### src/rtl/irq_entry_pkg.sv
package irq_entry_pkg;

   typedef enum logic [3:0] {
      ST_IDLE,
      ST_RD_LP,
      ST_RD_SP,
      ST_SV_SW,
      ST_SV_MK,
      ST_SV_IC,
      ST_IO_ZERO,
      ST_RD_NMK,
      ST_RD_NSW,
      ST_IO_NSW,
      ST_RD_NIC
   } entry_state_e;

   // word offsets inside the linkage (save) area
   localparam int LNK_OFF_SW = 0;
   localparam int LNK_OFF_MK = 1;
   localparam int LNK_OFF_IC = 2;
   // word offsets inside the service (new context) area
   localparam int SVC_OFF_MK = 0;
   localparam int SVC_OFF_SW = 1;
   localparam int SVC_OFF_IC = 2;

endpackage

### src/rtl/irq_ptr_gen.sv
module irq_ptr_gen #(
   parameter int          AW       = 16,
   parameter int          LW       = 4,
   parameter logic [15:0] PTR_BASE = 16'h0020
) (
   input  logic [LW-1:0] level,
   output logic [AW-1:0] link_ptr,
   output logic [AW-1:0] svc_ptr
);
   localparam logic [AW-1:0] BASE = AW'(PTR_BASE);

   initial begin
      AST_PTR_ALIGN: assert (PTR_BASE[0] == 1'b0)
         else $error("pointer base must be even");
      AST_PTR_FIT: assert (AW > LW + 1)
         else $error("address too narrow for pointer table");
   end

   always_comb begin
      link_ptr = BASE + AW'({level, 1'b0});
      svc_ptr  = link_ptr + AW'(1);
   end
endmodule

### src/rtl/irq_as_guard.sv
module irq_as_guard #(
   parameter int DW      = 16,
   parameter int AS_LSB  = 0,
   parameter int AS_W    = 4,
   parameter bit HAS_MMU = 1'b0
) (
   input  logic [DW-1:0] sw_in,
   output logic [DW-1:0] sw_out,
   output logic          as_err
);
   localparam logic [DW-1:0] AS_MASK = {{(DW-AS_W){1'b0}}, {AS_W{1'b1}}} << AS_LSB;

   initial begin
      AST_AS_FIELD_FITS: assert (AS_LSB + AS_W <= DW)
         else $error("address-state field outside status word");
   end

   generate
      if (HAS_MMU) begin : g_mmu
         always_comb begin
            sw_out = sw_in;
            as_err = 1'b0;
         end
      end else begin : g_flat
         always_comb begin
            as_err = |(sw_in & AS_MASK);
            sw_out = sw_in & ~AS_MASK;
         end
      end
   endgenerate
endmodule

### src/rtl/irq_entry_seq.sv
module irq_entry_seq
   import irq_entry_pkg::*;
#(
   parameter int          DW           = 16,
   parameter int          AW           = 16,
   parameter int          LW           = 4,
   parameter logic [15:0] PTR_BASE     = 16'h0020,
   parameter logic [15:0] SW_IO_ADDR   = 16'h2000,
   parameter int          AS_LSB       = 0,
   parameter int          AS_W         = 4,
   parameter bit          HAS_MMU      = 1'b0,
   parameter int          FAULT_AS_BIT = 11,
   parameter int          AS_IRQ_LVL   = 1
) (
   input  logic                 clk,
   input  logic                 rst_n,
   input  logic                 insn_done,
   input  logic                 irq_req,
   input  logic [LW-1:0]        irq_level,
   input  logic [DW-1:0]        cur_sw,
   input  logic [DW-1:0]        cur_mask,
   input  logic [DW-1:0]        cur_ic,
   output logic                 mem_valid,
   output logic                 mem_write,
   output logic                 mem_io,
   output logic [AW-1:0]        mem_addr,
   output logic [DW-1:0]        mem_wdata,
   input  logic                 mem_ready,
   input  logic [DW-1:0]        mem_rdata,
   output logic                 busy,
   output logic [LW-1:0]        entry_level,
   output logic                 mask_we,
   output logic [DW-1:0]        new_mask,
   output logic                 ie_clr,
   output logic [DW-1:0]        fault_set,
   output logic [(1<<LW)-1:0]   pend_set,
   output logic                 done,
   output logic [DW-1:0]        new_ic
);
   localparam int            NLVL    = 1 << LW;
   localparam logic [AW-1:0] IO_SW_A = AW'(SW_IO_ADDR);

   initial begin
      AST_FAULT_BIT_FITS: assert (FAULT_AS_BIT < DW)
         else $error("fault bit outside fault word");
      AST_IRQ_LVL_FITS: assert (AS_IRQ_LVL < NLVL)
         else $error("fault level outside level range");
   end

   entry_state_e  state, state_nx;
   logic [AW-1:0] link_ptr, svc_ptr;
   logic [AW-1:0] link_base, svc_base;
   logic [DW-1:0] nsw_q, nsw_fixed;
   logic          as_err;

   irq_ptr_gen #(.AW(AW), .LW(LW), .PTR_BASE(PTR_BASE)) u_ptr (
      .level    (entry_level),
      .link_ptr (link_ptr),
      .svc_ptr  (svc_ptr)
   );

   irq_as_guard #(.DW(DW), .AS_LSB(AS_LSB), .AS_W(AS_W), .HAS_MMU(HAS_MMU)) u_guard (
      .sw_in  (mem_rdata),
      .sw_out (nsw_fixed),
      .as_err (as_err)
   );

   assign busy      = (state != ST_IDLE);
   assign mem_valid = busy;

   // one request per state; fields stay put until the handshake
   always_comb begin
      mem_write = 1'b0;
      mem_io    = 1'b0;
      mem_addr  = '0;
      mem_wdata = '0;
      unique case (state)
         ST_RD_LP:   mem_addr = link_ptr;
         ST_RD_SP:   mem_addr = svc_ptr;
         ST_SV_SW: begin
            mem_write = 1'b1;
            mem_addr  = link_base + AW'(LNK_OFF_SW);
            mem_wdata = cur_sw;
         end
         ST_SV_MK: begin
            mem_write = 1'b1;
            mem_addr  = link_base + AW'(LNK_OFF_MK);
            mem_wdata = cur_mask;
         end
         ST_SV_IC: begin
            mem_write = 1'b1;
            mem_addr  = link_base + AW'(LNK_OFF_IC);
            mem_wdata = cur_ic;
         end
         ST_IO_ZERO: begin
            mem_write = 1'b1;
            mem_io    = 1'b1;
            mem_addr  = IO_SW_A;
         end
         ST_RD_NMK:  mem_addr = svc_base + AW'(SVC_OFF_MK);
         ST_RD_NSW:  mem_addr = svc_base + AW'(SVC_OFF_SW);
         ST_IO_NSW: begin
            mem_write = 1'b1;
            mem_io    = 1'b1;
            mem_addr  = IO_SW_A;
            mem_wdata = nsw_q;
         end
         ST_RD_NIC:  mem_addr = svc_base + AW'(SVC_OFF_IC);
         default: ;
      endcase
   end

   always_comb begin
      unique case (state)
         ST_RD_LP:   state_nx = ST_RD_SP;
         ST_RD_SP:   state_nx = ST_SV_SW;
         ST_SV_SW:   state_nx = ST_SV_MK;
         ST_SV_MK:   state_nx = ST_SV_IC;
         ST_SV_IC:   state_nx = ST_IO_ZERO;
         ST_IO_ZERO: state_nx = ST_RD_NMK;
         ST_RD_NMK:  state_nx = ST_RD_NSW;
         ST_RD_NSW:  state_nx = ST_IO_NSW;
         ST_IO_NSW:  state_nx = ST_RD_NIC;
         default:    state_nx = ST_IDLE;
      endcase
   end

   always_ff @(posedge clk) begin
      if (!rst_n) begin
         state       <= ST_IDLE;
         entry_level <= '0;
         link_base   <= '0;
         svc_base    <= '0;
         nsw_q       <= '0;
         new_mask    <= '0;
         new_ic      <= '0;
         mask_we     <= 1'b0;
         ie_clr      <= 1'b0;
         fault_set   <= '0;
         pend_set    <= '0;
         done        <= 1'b0;
      end else begin
         mask_we   <= 1'b0;
         ie_clr    <= 1'b0;
         fault_set <= '0;
         pend_set  <= '0;
         done      <= 1'b0;
         if (state == ST_IDLE) begin
            if (insn_done && irq_req) begin
               entry_level <= irq_level;
               state       <= ST_RD_LP;
            end
         end else if (mem_ready) begin
            state <= state_nx;
            unique case (state)
               ST_RD_LP:  link_base <= AW'(mem_rdata);
               ST_RD_SP:  svc_base  <= AW'(mem_rdata);
               ST_RD_NMK: begin
                  new_mask <= mem_rdata;
                  mask_we  <= 1'b1;
                  ie_clr   <= 1'b1;
               end
               ST_RD_NSW: begin
                  nsw_q <= nsw_fixed;
                  if (as_err) begin
                     fault_set[FAULT_AS_BIT] <= 1'b1;
                     pend_set[AS_IRQ_LVL]    <= 1'b1;
                  end
               end
               ST_RD_NIC: begin
                  new_ic <= mem_rdata;
                  done   <= 1'b1;
               end
               default: ;
            endcase
         end
      end
   end

   AST_START_ON_BOUNDARY: assert property (@(posedge clk) disable iff (!rst_n)
      $rose(mem_valid) |-> $past(insn_done && irq_req));

   AST_REQ_HOLD: assert property (@(posedge clk) disable iff (!rst_n)
      (mem_valid && !mem_ready) |=> (mem_valid && $stable(mem_addr)
         && $stable(mem_wdata) && $stable(mem_write) && $stable(mem_io)));

   AST_DONE_SINGLE: assert property (@(posedge clk) disable iff (!rst_n)
      done |=> (!done && !mem_valid));

   generate
      if (!HAS_MMU) begin : g_as_chk
         AST_AS_CLEARED: assert property (@(posedge clk) disable iff (!rst_n)
            (mem_valid && mem_io && mem_write) |-> (mem_wdata[AS_LSB +: AS_W] == '0));
      end
   endgenerate
endmodule

### config.mk
export PLATFORM = sky130hd
export DESIGN_NAME = irq_entry_seq
export DESIGN_NICKNAME = d
export VERILOG_FILES = /design/src/rtl/irq_entry_pkg.sv /design/src/rtl/irq_ptr_gen.sv /design/src/rtl/irq_as_guard.sv /design/src/rtl/irq_entry_seq.sv
export SDC_FILE = /design/constraint.sdc
export NUM_CORES = 1
export LEC_CHECK = 0
export BUFFER_PORTS_ARGS = -buffer_cell sky130_fd_sc_hd__buf_2
export CAP_MARGIN = 20
export CORE_MARGIN = 1.5
export CORE_UTILIZATION = 58
export CTS_BUF_LIST = sky130_fd_sc_hd__clkbuf_8
export DETAILED_ROUTE_END_ITERATION = 16
export GPL_TIMING_DRIVEN = 0
export PLACE_DENSITY = 0.93
export RECOVER_POWER = 50
export SETUP_SLACK_MARGIN = 0.1
export SYNTH_ARGS = -nofsm -noshare
export SYNTH_HDL_FRONTEND = slang
export SYNTH_SLANG_ARGS = --single-unit
### constraint.sdc
create_clock -name clk -period 5.3 [get_ports clk]
set_input_delay 0.53 -clock clk [delete_from_list [all_inputs] [get_ports clk]]
set_output_delay 0.53 -clock clk [all_outputs]
set_load 0.1 [all_outputs]
**Word-level counts from Yosys, hierarchy flattened**

Memories as Yosys holds them, arrays and structs flattened. A register that Yosys moved wholly into a read port is not among the register bits.
Cells that the tools add are included.
Widths: inputs -> output; s select.

- Input port bits: 73
- Register bits: 117
- Memories: 1
- Word-level logic and storage cells: 63
- Memory bits (read-only): 64

- Equality and inequality tests: 11
- Reductions and logical operators: 15
- Muxes and demuxes: 15
- Bitwise logic cells: 3
- Add/sub/neg operators: 6

Memories:

| name | depth | bits a word | rd ports | clocked after memory_dff | wr ports | RTL line | source |
|---|---|---|---|---|---|---|---|
| (no name shown) | 16 | 4 | 1 | 1 | 0 | irq_entry_seq.sv:114 | `unique case (state)` |

Operator list:

| kind | count |
|---|---|
| $pmux 16 s9 | 1 |
| $pmux 16 s4 | 1 |
| $add 16x1->16 const B | 3 |
| $add 16x2->16 const B | 2 |
| $mux 4 | 5 |
| $eq 4x3->1 const B | 4 |
| $reduce_and 3->1 | 5 |
| $eq 4x4->1 const B | 3 |
| $eq 4x2->1 const B | 2 |
| $mux 1 | 8 |
| $add 6x5->7 const A | 1 |
| $reduce_or 5->1 | 1 |
| $eq 4x1->1 const B | 1 |
| $logic_not 4->1 | 1 |
| $reduce_and 2->1 | 2 |
| $reduce_bool 4->1 | 1 |
| $reduce_or 4->1 | 1 |
| $not 1->1 | 3 |
| $reduce_or 3->1 | 1 |
| $ne 2x1->1 const B | 1 |
| $reduce_bool 2->1 | 1 |
| $reduce_or 2->1 | 1 |
| $logic_and 1x1->1 | 1 |

**Longest topological paths before layout**

Gate-level depths: netlist of run 1.

- Depth after elaboration: 5
- Mapped depth: 14

**Hierarchy**

A second synthesis of run 1 with hierarchy kept.

- Cell total of the unflattened synthesis: 915
- Area, all modules: 6790.3 µm²

By module, submodules not included:

| module | cells each | sequential area each (µm²) | times used | area an instance (µm²) |
|---|---|---|---|---|
| irq_entry_seq | 863 | 1901.8 | 1 | 6411.1 |
| irq_ptr_gen | 34 | 0.0 | 1 | 247.7 |
| irq_as_guard | 18 | 0.0 | 1 | 131.4 |

**Least setup slack after synthesis of run 1**

No wires, ideal clock.

- Path kind: reg2out
- Start point: register state[0]
- End point: output port mem_addr[8]
- Arrival time: 3.884 ns
- Required time: 4.770 ns
- Path buffers: 4
- Setup slack: 0.886 ns
- Cell stages (with the launch flop): 14
- Cells stage by stage: dfxtp_1 -> buf_6 -> or4b_1 -> buf_2 -> buf_6 -> buf_2 -> nand2_1 -> nand2_1 -> ha_1 -> and4_1 -> nor2_1 -> nor2_1 -> xnor2_1 -> o2111ai_1

- Word-level cells in the longest chain between the ends: 3

RTL lines:

| element | RTL line | source |
|---|---|---|
| start: declaration | irq_entry_seq.sv:50 | `entry_state_e state, state_nx;` |
| start signal: assignment | irq_entry_seq.sv:154 | `state <= state_nx;` |
| $eq 4x4->1 / $eq 4x3->1 (equally long branches) | irq_entry_seq.sv:77 | `unique case (state)` |
| $reduce_or 2->1 (no line) | -- |  |
| $pmux 16 s9 (*) | irq_entry_seq.sv:77 |  |
| end: declaration | irq_entry_seq.sv:26 | `output logic [AW-1:0] mem_addr,` |

Mark *: on every way between the ends. The rest lies on a longest branch, timed or not.

**Worst setup path after layout of run 1**

- Start point: register state[1]
- End point: output port mem_addr[8]

Same word-level chain as after synthesis.

==> metrics.md, run 1 <==
| Metric | Value |
|---|---|
| Total wire length | 19890 um |
| Syn Area/Cell | 7.404 sq um |
| Static leakage | 2.955 nW |
| Synth Flop Type | dfxtp_1 |
| Rows | 36 |
| Setup CP Type | reg -> out |
| Seq cells post-synth | 91 |
| Netlist Area Pre-Place | 5923 sq um |
| Largest net degree at the start of global routing | 19 |
| Clock slew at reported path FFs | 0.10 ns |
| CTS buffer count | 9 |
| Post-synth EDFFs | 0 |
| Top cell type's share of synthesized area | 30.76% |
| # clock sinks | 91 |
| CTS max path bufs | 2 |
| Seq/Total Area, Yosys | 30.76% |
| I/O Buffers | 147 |
| Area Growth Syn to Fin | 19.22% |
| RSZ-0062 raised after global routing | no |
| Initial antenna violation count | 0 |
| Total power | 1.499 mW |
| Max_cap viols | 0 |
| Routed WL per cell | 17.68 um |
| Relative slew slack | 20.17% |
| Crit path cell chain | buf_2 -> nor4b_2 -> buf_2 -> buf_2 -> nand2_1 -> nand2_1 -> ha_1 -> nand2_1 -> nor3_1 -> nor2_1 -> nor4b_1 -> a21oi_1 -> o2111ai_1 -> buf_2 |
| Largest cells by area after synthesis | dfxtp_1 31%, nand2_1 14%, a21boi_1 7.1% |
| Share of layout cells above drive strength 1 | 18.85% |
| First-pass GRT wire length | 31210 um |
| Yosys Warn Count | 0 |
| Final Hold Vio Count | 0 |
| Die area | 10830 sq um |
| Io pins | 180 |
| GR Overflow Total | 0 |
| CTS Root Cell | clkbuf_8 |
| Final setup vio count | 0 |
| Most common cell after layout, fill and taps aside | nand2_1 |
| Area occupied by multi-input gates | 3605 sq um |
| Period utilisation layout | 91.08% |
| Post-detailed-route count of antenna-violating nets | 0 |
| Vias in the first global route | 6132 |
| Post-CTS setup buffers | 0 |
| Worst Path Required | 4.77 ns |
| Core Area | 9819 sq um |
| CTS tree | yes |
| Fmax | 207.2 MHz |
| Worst hold slack | 0.4151 ns |
| Die X | 104.1 um |
| Pwr/cell area | 212.3 nW/um^2 |
| Async SR Flop Fraction | 0% |
| Max rail drop VDD | 0.2020 mV |
| Vias per cell | 5.892 |
| CP Data Arrival Time | 4.30 ns |
| Initial Utilization | 60.32% |
| Slew at the pin closest to its max-slew limit | 1.203 ns |
| H-tree level count | 3 |
| Crit. End Element | output port |
| Most frequent CP cell | buf_2 |
| Gr usage total | 35.85% |
| Hpwl dp | 14870 um |
| CP Max Fanout | 10 |
| Netlist cell types | 67 |
| Slowest cell delay on critical path | 0.59 ns |
| Cts hold-fix bufs | 0 |
| N_diodes | 0 |
| Reg area | 1822 sq um |
| Clock skew after layout | 0.01204 ns |
| DRT iter0 DRCs | 799 |
| CP top delay family | simple AND/OR/NAND/NOR gates |
| Post-layout min period | 4.827 ns |
| Layout Nets | 1067 |
| DRC viols | 0 |
| Setup TNS | 0 ns |
| Router iterations before antenna repair | 8 |
| Startpoint Class | flop |
| Fillers | 834 |
| Cells after Synth | 800 |
| Final Slew Violations | 0 |
| CP max stage cell | nor4b_2 |
| Most frequent cells in the layout | 225 x nand2_1, 124 x buf_2, 91 x dfxtp_1 |
| RD Place Congestion | 1.018 |
| Vias | 6629 |
| Hold Path Class | in -> reg |
| Clk_lat worst skew | 0.37 ns |
| Status | completed |
| Biggest area consumer among synthesized cells | dfxtp_1 |
| Worst Path Buf+Inv | 4 |
| Die height | 104.1 um |
| Post-cts sizing count | 0 |
path summary, 6_finish.rpt:
check / start / endpoint / slack (ns) / cells after the start
hold / removal: irq_level[0] / entry_level[0] / 0.42 / 3
setup / recovery: state[1] / mem_addr[8] / 0.47 / 14
setup reg to reg: state[2] / new_ic[3] / 2.24 / 8
hold reg to reg: nsw_q[14] / nsw_q[14] / 0.46 / 2
layout make-up:
class	instances	share of cell area, %
multi-input combinational	624	51.05
sequential	91	25.80
timing repair buffer	147	9.692
buffer	102	7.760
tap	133	2.356
clock buffer	9	1.754
clock inverter	7	0.9568
inverter	12	0.6378
flip-flops by register name (all words and copies together) (netlist names):
name	cells
done	1
entry_level	4
ie_clr	1
link_base	16
new_ic	16
new_mask	16
nsw_q	12
pend_set	1
state	4
state_nx	4
svc_base	16
worst register-to-register path, stage by stage, from the launching register on:
cell	delay [ns]
dfxtp_1	0.41
clkbuf_1	0.39
or4_1	0.18
clkbuf_1	0.37
nand2_1	0.35
nor2_1	0.62
clkbuf_1	0.41
nand2_1	0.12
a21boi_1	0.15
cells by family after synthesis:
kind of cell / count (synthesis) / share of synthesized area, %
buf+inv: 114 / 10.05
other cells: 1 / 0.06331
flops: 91 / 30.76
simple gates: 356 / 27.42
mux: 18 / 3.105
xor+xnor: 27 / 3.992
compound gates: 186 / 23.13
fa+ha+maj: 7 / 1.479
report_power, final:
part / leakage [nW] / total (mW) / switching (mW) / internal [mW]
clock: 0.0958 / 0.462 / 0.279 / 0.183
sequential: 0.734 / 0.706 / 0.0112 / 0.695
combinational: 2.12 / 0.331 / 0.247 / 0.0836
metrics by stage:
stage,util [%],instance area [sq um],setup slack [ns],instances
2_1_floorplan,-,6032,0.8861,829
3_3_place_gp,70.62,6934,1.029,1109
3_5_place_dp,70.62,6934,1.016,1109
4_1_cts,72.57,7126,0.6152,1125
5_1_grt,71.92,7062,0.2320,1125
6_report,71.92,7062,0.4730,1125
Yosys cell counts, types with 15 or more instances:
cell type and number:
a21boi_0 20, a21boi_1 56, a21oi_1 19, a222oi_1 20, buf_2 20, buf_4 34
clkbuf_1 40, dfxtp_1 91, mux2i_1 15, nand2_1 224, nand3_1 22, nor2_1 34
xnor2_1 17
metal layers:
layer / wire length [um] / global-route usage [%]
met2: 9218 / 58.75
met4: 609 / 15.58
met1: 7780 / 46.08
met5: 0 / 0
met3: 2286 / 6.516
Note: power is estimated with default switching activity, not from simulation.
==> run 2: changes to the inputs <==
Settings changed: CORE_UTILIZATION 58 to 54, PLACE_DENSITY 0.93 to 0.85, REMOVE_ABC_BUFFERS set to 1.
Clock period 5.3 ns to 5 ns, I/O delays scaled along.
==> run 2 against run 1 <==
  * Clock skew rose by 0.00091 ns
  * Power rose by 12%
  * Count of clock-buffer cells in the layout rose by 1
  * Final cell count fell by 7.7%
  * Non-clock buffer count fell by 94
  * Critical path depth fell by 4
  * Hold slack got worse by 0.025 ns
  * Final area fell by 4.9%
  * Worst setup slack improved by 0.24 ns
  * Largest power group unchanged
==> metrics.md, run 2 (same netlist as run 1, synthesis figures left out) <==
| Metric | Value |
|---|---|
| Clock skew after layout | 0.01295 ns (was 0.01204 ns) |
| Die height | 107.7 um (was 104.1 um) |
| CTS max path bufs | 2 (unchanged) |
| Met3 wire len | 1692 um (was 2286 um) |
| Most common cell after layout, fill and taps aside | nand2_1 (unchanged) |
| Layout Nets | 973 (was 1067) |
| Die X | 107.7 um (was 104.1 um) |
| Core Area | 10750 sq um (was 9819 sq um) |
| Static leakage | 2.708 nW (was 2.955 nW) |
| Metal-1 WL | 7233 um (was 7780 um) |
| Area Growth Syn to Fin | 13.33% (was 19.22%) |
| Max rail drop VDD | 0.1569 mV (was 0.2020 mV) |
| Relative slew slack | 19.79% (was 20.17%) |
| DR top layer | met4 (unchanged) |
| Startpoint Class | flop (unchanged) |
| Largest net degree at the start of global routing | 55 (was 19) |
| Final Hold Vio Count | 0 (unchanged) |
| Total power | 1.685 mW (was 1.499 mW) |
| Setup CP Type | reg -> out (unchanged) |
| Cell depth of the worst setup path | 10 (was 14) |
| Fillers | 1010 (was 834) |
| Vias per cell | 5.898 (was 5.892) |
| Share of layout cells above drive strength 1 | 15.92% (was 18.85%) |
| Crit. End Element | output port (unchanged) |
| Post-layout min period | 4.289 ns |
| CTS Root Cell | clkbuf_8 (unchanged) |
| Worst r2r path cells | 8 (unchanged) |
| Post-CTS setup buffers | 0 (unchanged) |
| # clock sinks | 91 (unchanged) |
| Die area | 11610 sq um (was 10830 sq um) |
| Final setup vio count | 0 (unchanged) |
| Slowest cell delay on critical path | 0.92 ns (was 0.59 ns) |
| Vias in the first global route | 5434 (was 6132) |
| Fmax | 233.2 MHz |
| Cts hold-fix bufs | 0 (unchanged) |
| FF-to-FF Start | state[1] (was state[2]) |
| Worst Path Buf+Inv | 2 (was 4) |
| Hold Path Class | in -> reg (unchanged) |
| Post-cts sizing count | 0 (unchanged) |
| Setup crit start | state[1] (unchanged) |
| RSZ-0062 raised after global routing | no (unchanged) |
| Rows | 38 (was 36) |
| Vias | 6122 (was 6629) |
| Routed WL per cell | 16.43 um (was 17.68 um) |
| Initial antenna violation count | 0 (unchanged) |
| CTS tree | yes (unchanged) |
| Most frequent CP cell | nand2_1 (was buf_2) |
| Router iterations before antenna repair | 5 (was 8) |
| Total wire length | 17050 um (was 19890 um) |
| Most frequent cells in the layout | 225 x nand2_1, 108 x buf_2, 91 x dfxtp_1 (was 225 x nand2_1, 124 x buf_2, 91 x dfxtp_1) |
| Max_cap viols | 0 (unchanged) |
| Met2 WL | 7793 um (was 9218 um) |
| Io pins | 180 (unchanged) |
| CTS buffer count | 9 (unchanged) |
| Clock slew at reported path FFs | 0.10 ns (about the same) |
| CP top delay family | simple AND/OR/NAND/NOR gates (unchanged) |
| Worst Path Required | 4.50 ns (was 4.77 ns) |
| Pwr/cell area | 251.0 nW/um^2 (was 212.3 nW/um^2) |
| Gr usage total | 29.11% (was 35.85%) |
| Clk_lat worst skew | 0.36 ns (was 0.37 ns) |
| GR Overflow Total | 0 (unchanged) |
| Post-detailed-route count of antenna-violating nets | 0 (unchanged) |
| DRT iter0 DRCs | 577 (was 799) |
| N_diodes | 0 (unchanged) |
| Status | completed (unchanged) |
| RD Place Congestion | 0.9719 (was 1.018) |
| Final Slew Violations | 0 (unchanged) |
| Hold depth | 3 (unchanged) |
| DRC viols | 0 (unchanged) |
| Period utilisation layout | 85.78% |
| CP max stage cell | dfxtp_1 (was nor4b_2) |
| Crit path cell chain | and4bb_4 -> nand2_1 -> nand2_1 -> ha_1 -> inv_1 -> a221oi_2 -> xor2_1 -> a22oi_1 -> nand3_1 -> buf_2 (was buf_2 -> nor4b_2 -> buf_2 -> buf_2 -> nand2_1 -> nand2_1 -> ha_1 -> nand2_1 -> nor3_1 -> nor2_1 -> nor4b_1 -> a21oi_1 -> o2111ai_1 -> buf_2) |
| Hpwl dp | 12030 um (was 14870 um) |
| I/O Buffers | 149 (was 147) |
| Hold Startpoint | irq_level[2] (was irq_level[0]) |
| Initial Utilization | 55.12% (was 60.32%) |
| Setup TNS | 0 ns (unchanged) |
| CP Max Fanout | 26 (was 10) |
| H-tree level count | 3 (unchanged) |
| CP Data Arrival Time | 3.79 ns (was 4.30 ns) |
| Slew at the pin closest to its max-slew limit | 1.208 ns (was 1.203 ns) |
| First-pass GRT wire length | 26780 um (was 31210 um) |
==> run 2: cell count changes in the layout (fill, tap and decap cells not counted), moves of 2 or more <==
| cell | before | now |
|---|---|---|
| buf_8 | 0 | 3 |
| bufinv_16 | 0 | 3 |
| buf_4 | 34 | 1 |
| a21boi_1 | 40 | 35 |
| clkbuf_1 | 83 | 41 |
| inv_8 | 3 | 1 |
| buf_1 | 6 | 0 |
| buf_2 | 124 | 108 |
| a21boi_0 | 36 | 41 |
| buf_6 | 2 | 0 |
==> run 2: area by class of cell <==
| class | count | area [sq um] | area share (%) |
|---|---|---|---|
| multi-input combinational | 624 | 3620 | 53.92 |
| sequential | 91 | 1822 | 27.14 |
| timing repair buffer | 155 | 794.5 | 11.84 |
| tap | 140 | 175.2 | 2.610 |
| clock buffer | 10 | 137.6 | 2.050 |
| clock inverter | 6 | 118.9 | 1.771 |
| inverter | 12 | 45.04 | 0.6710 |
==> run 2: worst min-delay path, stage by stage <==
cell and delay (ns):
buf_2 0.08, mux2i_1 0.05, nor2b_1 0.09
==> run 2: per-stage QoR <==
step / instances / instance area, sq um / hold slack, ns / util (%) / setup slack, ns
after global placement: 1016 / 6402 / 0.4372 / 59.58 / 0.2932
after global routing: 1038 / 6713 / 0.3944 / 62.47 / 0.4833
after CTS: 1036 / 6748 / 0.3797 / 62.80 / 0.3319
after floorplan: 727 / 5482 / 0.4347 / - / 0.3436
after detailed placement: 1020 / 6491 / 0.4416 / 60.41 / 0.7464
final: 1038 / 6713 / 0.3903 / 62.47 / 0.7112
==> run 2: power breakdown <==
part / switching [mW] / internal, mW / total, mW
registers: 0.0272 / 0.737 / 0.764
clock network: 0.273 / 0.352 / 0.625
logic: 0.231 / 0.0655 / 0.296
total: 0.530 / 1.15 / 1.68
==> run 2: metal layers <==
metal | global-route usage (%) | up-vias
li1 | - | 2894
met1 | 39.63 | 2848
met2 | 46.45 | 343
met3 | 4.964 | 37
met4 | 10.06 | 0
met5 | 0 | -
==> run 2: path summary, 6_finish.rpt <==
kind | endpoint | slack, ns
max | mem_addr[13] | 0.71
min | entry_level[2] | 0.39
min reg2reg | new_mask[8] | 0.46
max reg2reg | state_nx[0] | 2.02
==> run 3: changes to the inputs <==
==> constraint.sdc (replaced) <==
create_clock -name clk -period 5 [get_ports clk]
set_input_delay 1 -clock clk [delete_from_list [all_inputs] [get_ports clk]]
set_output_delay 1 -clock clk [all_outputs]
set_load 0.1 [all_outputs]
==> run 3 against run 2 <==
  * Non-clock buffer count decreased by 1
  * First-iteration DRC count up 2.1%
  * Largest power group unchanged
  * Register-to-register slack better by 0.11 ns
  * Highest routed layer unchanged
  * Sequential share of layout area increased by 0.068 points
==> metrics.md, run 3 (same netlist as run 1, synthesis figures left out) <==
| Metric | Value |
|---|---|
| H-tree level count | 3 (unchanged) |
| # clock sinks | 91 (unchanged) |
| Hpwl dp | 12030 um (unchanged) |
| Final Slew Violations | 0 (unchanged) |
| Cts hold-fix bufs | 0 (unchanged) |
| Die height | 107.7 um (unchanged) |
| Layout Nets | 972 (was 973) |
| CTS Root Cell | clkbuf_8 (unchanged) |
| Sequential share of power | 45.4% (was 45.3%) |
| Period utilisation layout | 93.64% (was 85.78%) |
| Initial Utilization | 55.12% (unchanged) |
| FF-to-FF End | state_nx[0] (unchanged) |
| Max rail drop VDD | 0.1579 mV (was 0.1569 mV) |
| Initial antenna violation count | 0 (unchanged) |
| Sw Ratio | 31.43% (was 31.49%) |
| Most used routing layer | met2 (unchanged) |
| Router iterations before antenna repair | 6 (was 5) |
| Clock slew at reported path FFs | 0.09 ns (was 0.10 ns) |
| Placed cell area | 6491 sq um (unchanged) |
| Clk_lat worst skew | 0.36 ns (about the same) |
| Total power | 1.684 mW (was 1.685 mW) |
| Crit. End Element | output port (unchanged) |
| Met1 usage in global routing | 39.53% (was 39.63%) |
| Gr usage total | 29.10% (was 29.11%) |
| Hold Path Class | reg -> reg (was in -> reg) |
| Final Hold Vio Count | 0 (unchanged) |
| Setup crit start | state[3] (was state[1]) |
| Most frequent cells in the layout | 225 x nand2_1, 108 x buf_2, 89 x dfxtp_1 (was 225 x nand2_1, 108 x buf_2, 91 x dfxtp_1) |
| Pre-CTS WS | 0.2464 ns (was 0.7464 ns) |
| Non-filler instance count after layout | 1037 (was 1038) |
| FF-to-FF Start | state[0] (was state[1]) |
| Flop2flop setup slack | 2.13 ns (was 2.02 ns) |
| Worst Hold End | new_mask[2] (was entry_level[2]) |
| Fmax | 213.6 MHz (was 233.2 MHz) |
| CP Max Fanout | 23 (was 26) |
| Clock skew after layout | 0.01438 ns (was 0.01295 ns) |
| Hold depth | 2 (was 3) |
| Setup CP Type | reg -> out (unchanged) |
| Final Cell Area | 6705 sq um (was 6713 sq um) |
| Logic pwr share | 17.6% (about the same) |
| Rows | 38 (unchanged) |
| Die X | 107.7 um (unchanged) |
| Routed WL per cell | 16.39 um (was 16.43 um) |
| Vias | 6118 (was 6122) |
| CP Data Arrival Time | 3.68 ns (was 3.79 ns) |
| Most common cell after layout, fill and taps aside | nand2_1 (unchanged) |
| Worst r2r path cells | 8 (unchanged) |
| Core Area | 10750 sq um (unchanged) |
| CTS buffer count | 9 (unchanged) |
| Post-detailed-route count of antenna-violating nets | 0 (unchanged) |
| Worst Path Required | 4.00 ns (was 4.50 ns) |
| Final setup vio count | 0 (unchanged) |
| Setup ws final | 0.3181 ns (was 0.7112 ns) |
| RD Place Congestion | 0.9719 (unchanged) |
| Total wire length | 17000 um (was 17050 um) |
| Status | completed (unchanged) |
| Hold Startpoint | new_mask[2] (was irq_level[2]) |
| Area Growth Syn to Fin | 13.20% (was 13.33%) |
| Internal power | 1.154 mW (about the same) |
| Setup TNS | 0 ns (unchanged) |
| Share of layout cells above drive strength 1 | 16.16% (was 15.92%) |
| First-pass GRT wire length | 26770 um (was 26780 um) |
| Io pins | 180 (unchanged) |
| Die area | 11610 sq um (unchanged) |
| CTS max path bufs | 2 (unchanged) |
| Relative slew slack | 19.83% (was 19.79%) |
| Max_cap viols | 0 (unchanged) |
| RSZ-0062 raised after global routing | no (unchanged) |
| Startpoint Class | flop (unchanged) |
| N_diodes | 0 (unchanged) |
| CTS tree | yes (unchanged) |
| Pwr/cell area | 251.1 nW/um^2 (was 251.0 nW/um^2) |
| Slew at the pin closest to its max-slew limit | 1.208 ns (about the same) |
| Static leakage | 2.701 nW (was 2.708 nW) |
| I/O Buffers | 149 (unchanged) |
| Routing usage on met3 | 4.964% (unchanged) |
| Post-layout min period | 4.682 ns (was 4.289 ns) |
| Largest net degree at the start of global routing | 55 (unchanged) |
| GRT met2 Usage | 46.54% (was 46.45%) |
| Vias per cell | 5.900 (was 5.898) |
| DRT iter0 DRCs | 589 (was 577) |
| Clock power share | 37.1% (about the same) |
| GR Overflow Total | 0 (unchanged) |
| Inst Count DP | 1020 (unchanged) |
| Vias in the first global route | 5436 (was 5434) |
| Psw | 0.5291 mW (was 0.5305 mW) |
| DRC viols | 0 (unchanged) |
-- run 3: cell count changes in the layout (fill, tap and decap cells not counted) --
cell,change
nand4bb_1,-1
dfxtp_2,+2
nand4bb_2,+1
a21boi_1,-1
a21boi_0,+1
dfxtp_1,-2
buf_8,-1
-- run 3: per-stage QoR --
stage	utilization, %	hold WS [ns]
after floorplan	-	0.4347
after global placement	59.58	0.4372
after detailed placement	60.41	0.4416
after CTS	62.88	0.4553
after global routing	62.40	0.4761
final	62.40	0.4568
-- run 3: metal layers --
metal,up-vias,routed length [um]
met3,32,1762
met1,2838,7122
met2,357,7804
li1,2891,-
met5,-,0
met4,0,309
-- run 3: worst max path at each step --
stage | endpoint | slack [ns] | cells past startpoint
finish | mem_addr[8] | 0.32 | 10
detailed placement | mem_addr[8] | 0.25 | 11
global route | mem_addr[8] | 0.13 | 12
global placement | mem_addr[8] | -0.21 | 11
floorplan | mem_addr[8] | -0.16 | 10
CTS | mem_addr[13] | 0.19 | 10
-- run 3: power by group through the flow --
stage          clock network, mW  logic (mW)  registers [mW]
5_1_grt                    0.664       0.312           0.766
6_report                   0.624       0.296           0.764
3_3_place_gp                   0       0.292           0.778
4_1_cts                    0.632       0.298           0.763
3_5_place_dp                   0       0.297           0.779
2_1_floorplan                  0       0.214           0.784
-- run 3: area by class of cell --
class	instances	area, sq um
Timing Repair Buffer	154	779.5
Clock inverter	6	118.9
Inverter	12	45.04
Fill cell	1012	4040
Clock buffer	10	137.6
Tap cell	140	175.2
Sequential cell	91	1824
Multi-Input combinational cell	624	3625
-- run 3: repair_timing --
action	CTS	global route
resized for setup	2	2
setup buffers	0	0
endpoints found under the hold margin	0	0
endpoints found under the setup margin	10	7
-- run 3: critical path, cell delays in order, from the launching register on --
cell	delay [ns]
dfxtp_1	0.64
or4b_4	0.71
nand2_1	0.14
nand2_1	0.06
ha_1	0.26
and4_1	0.25
nor2_1	0.34
nor2_1	0.12
xnor2_1	0.14
o2111ai_1	0.20
buf_2	0.46
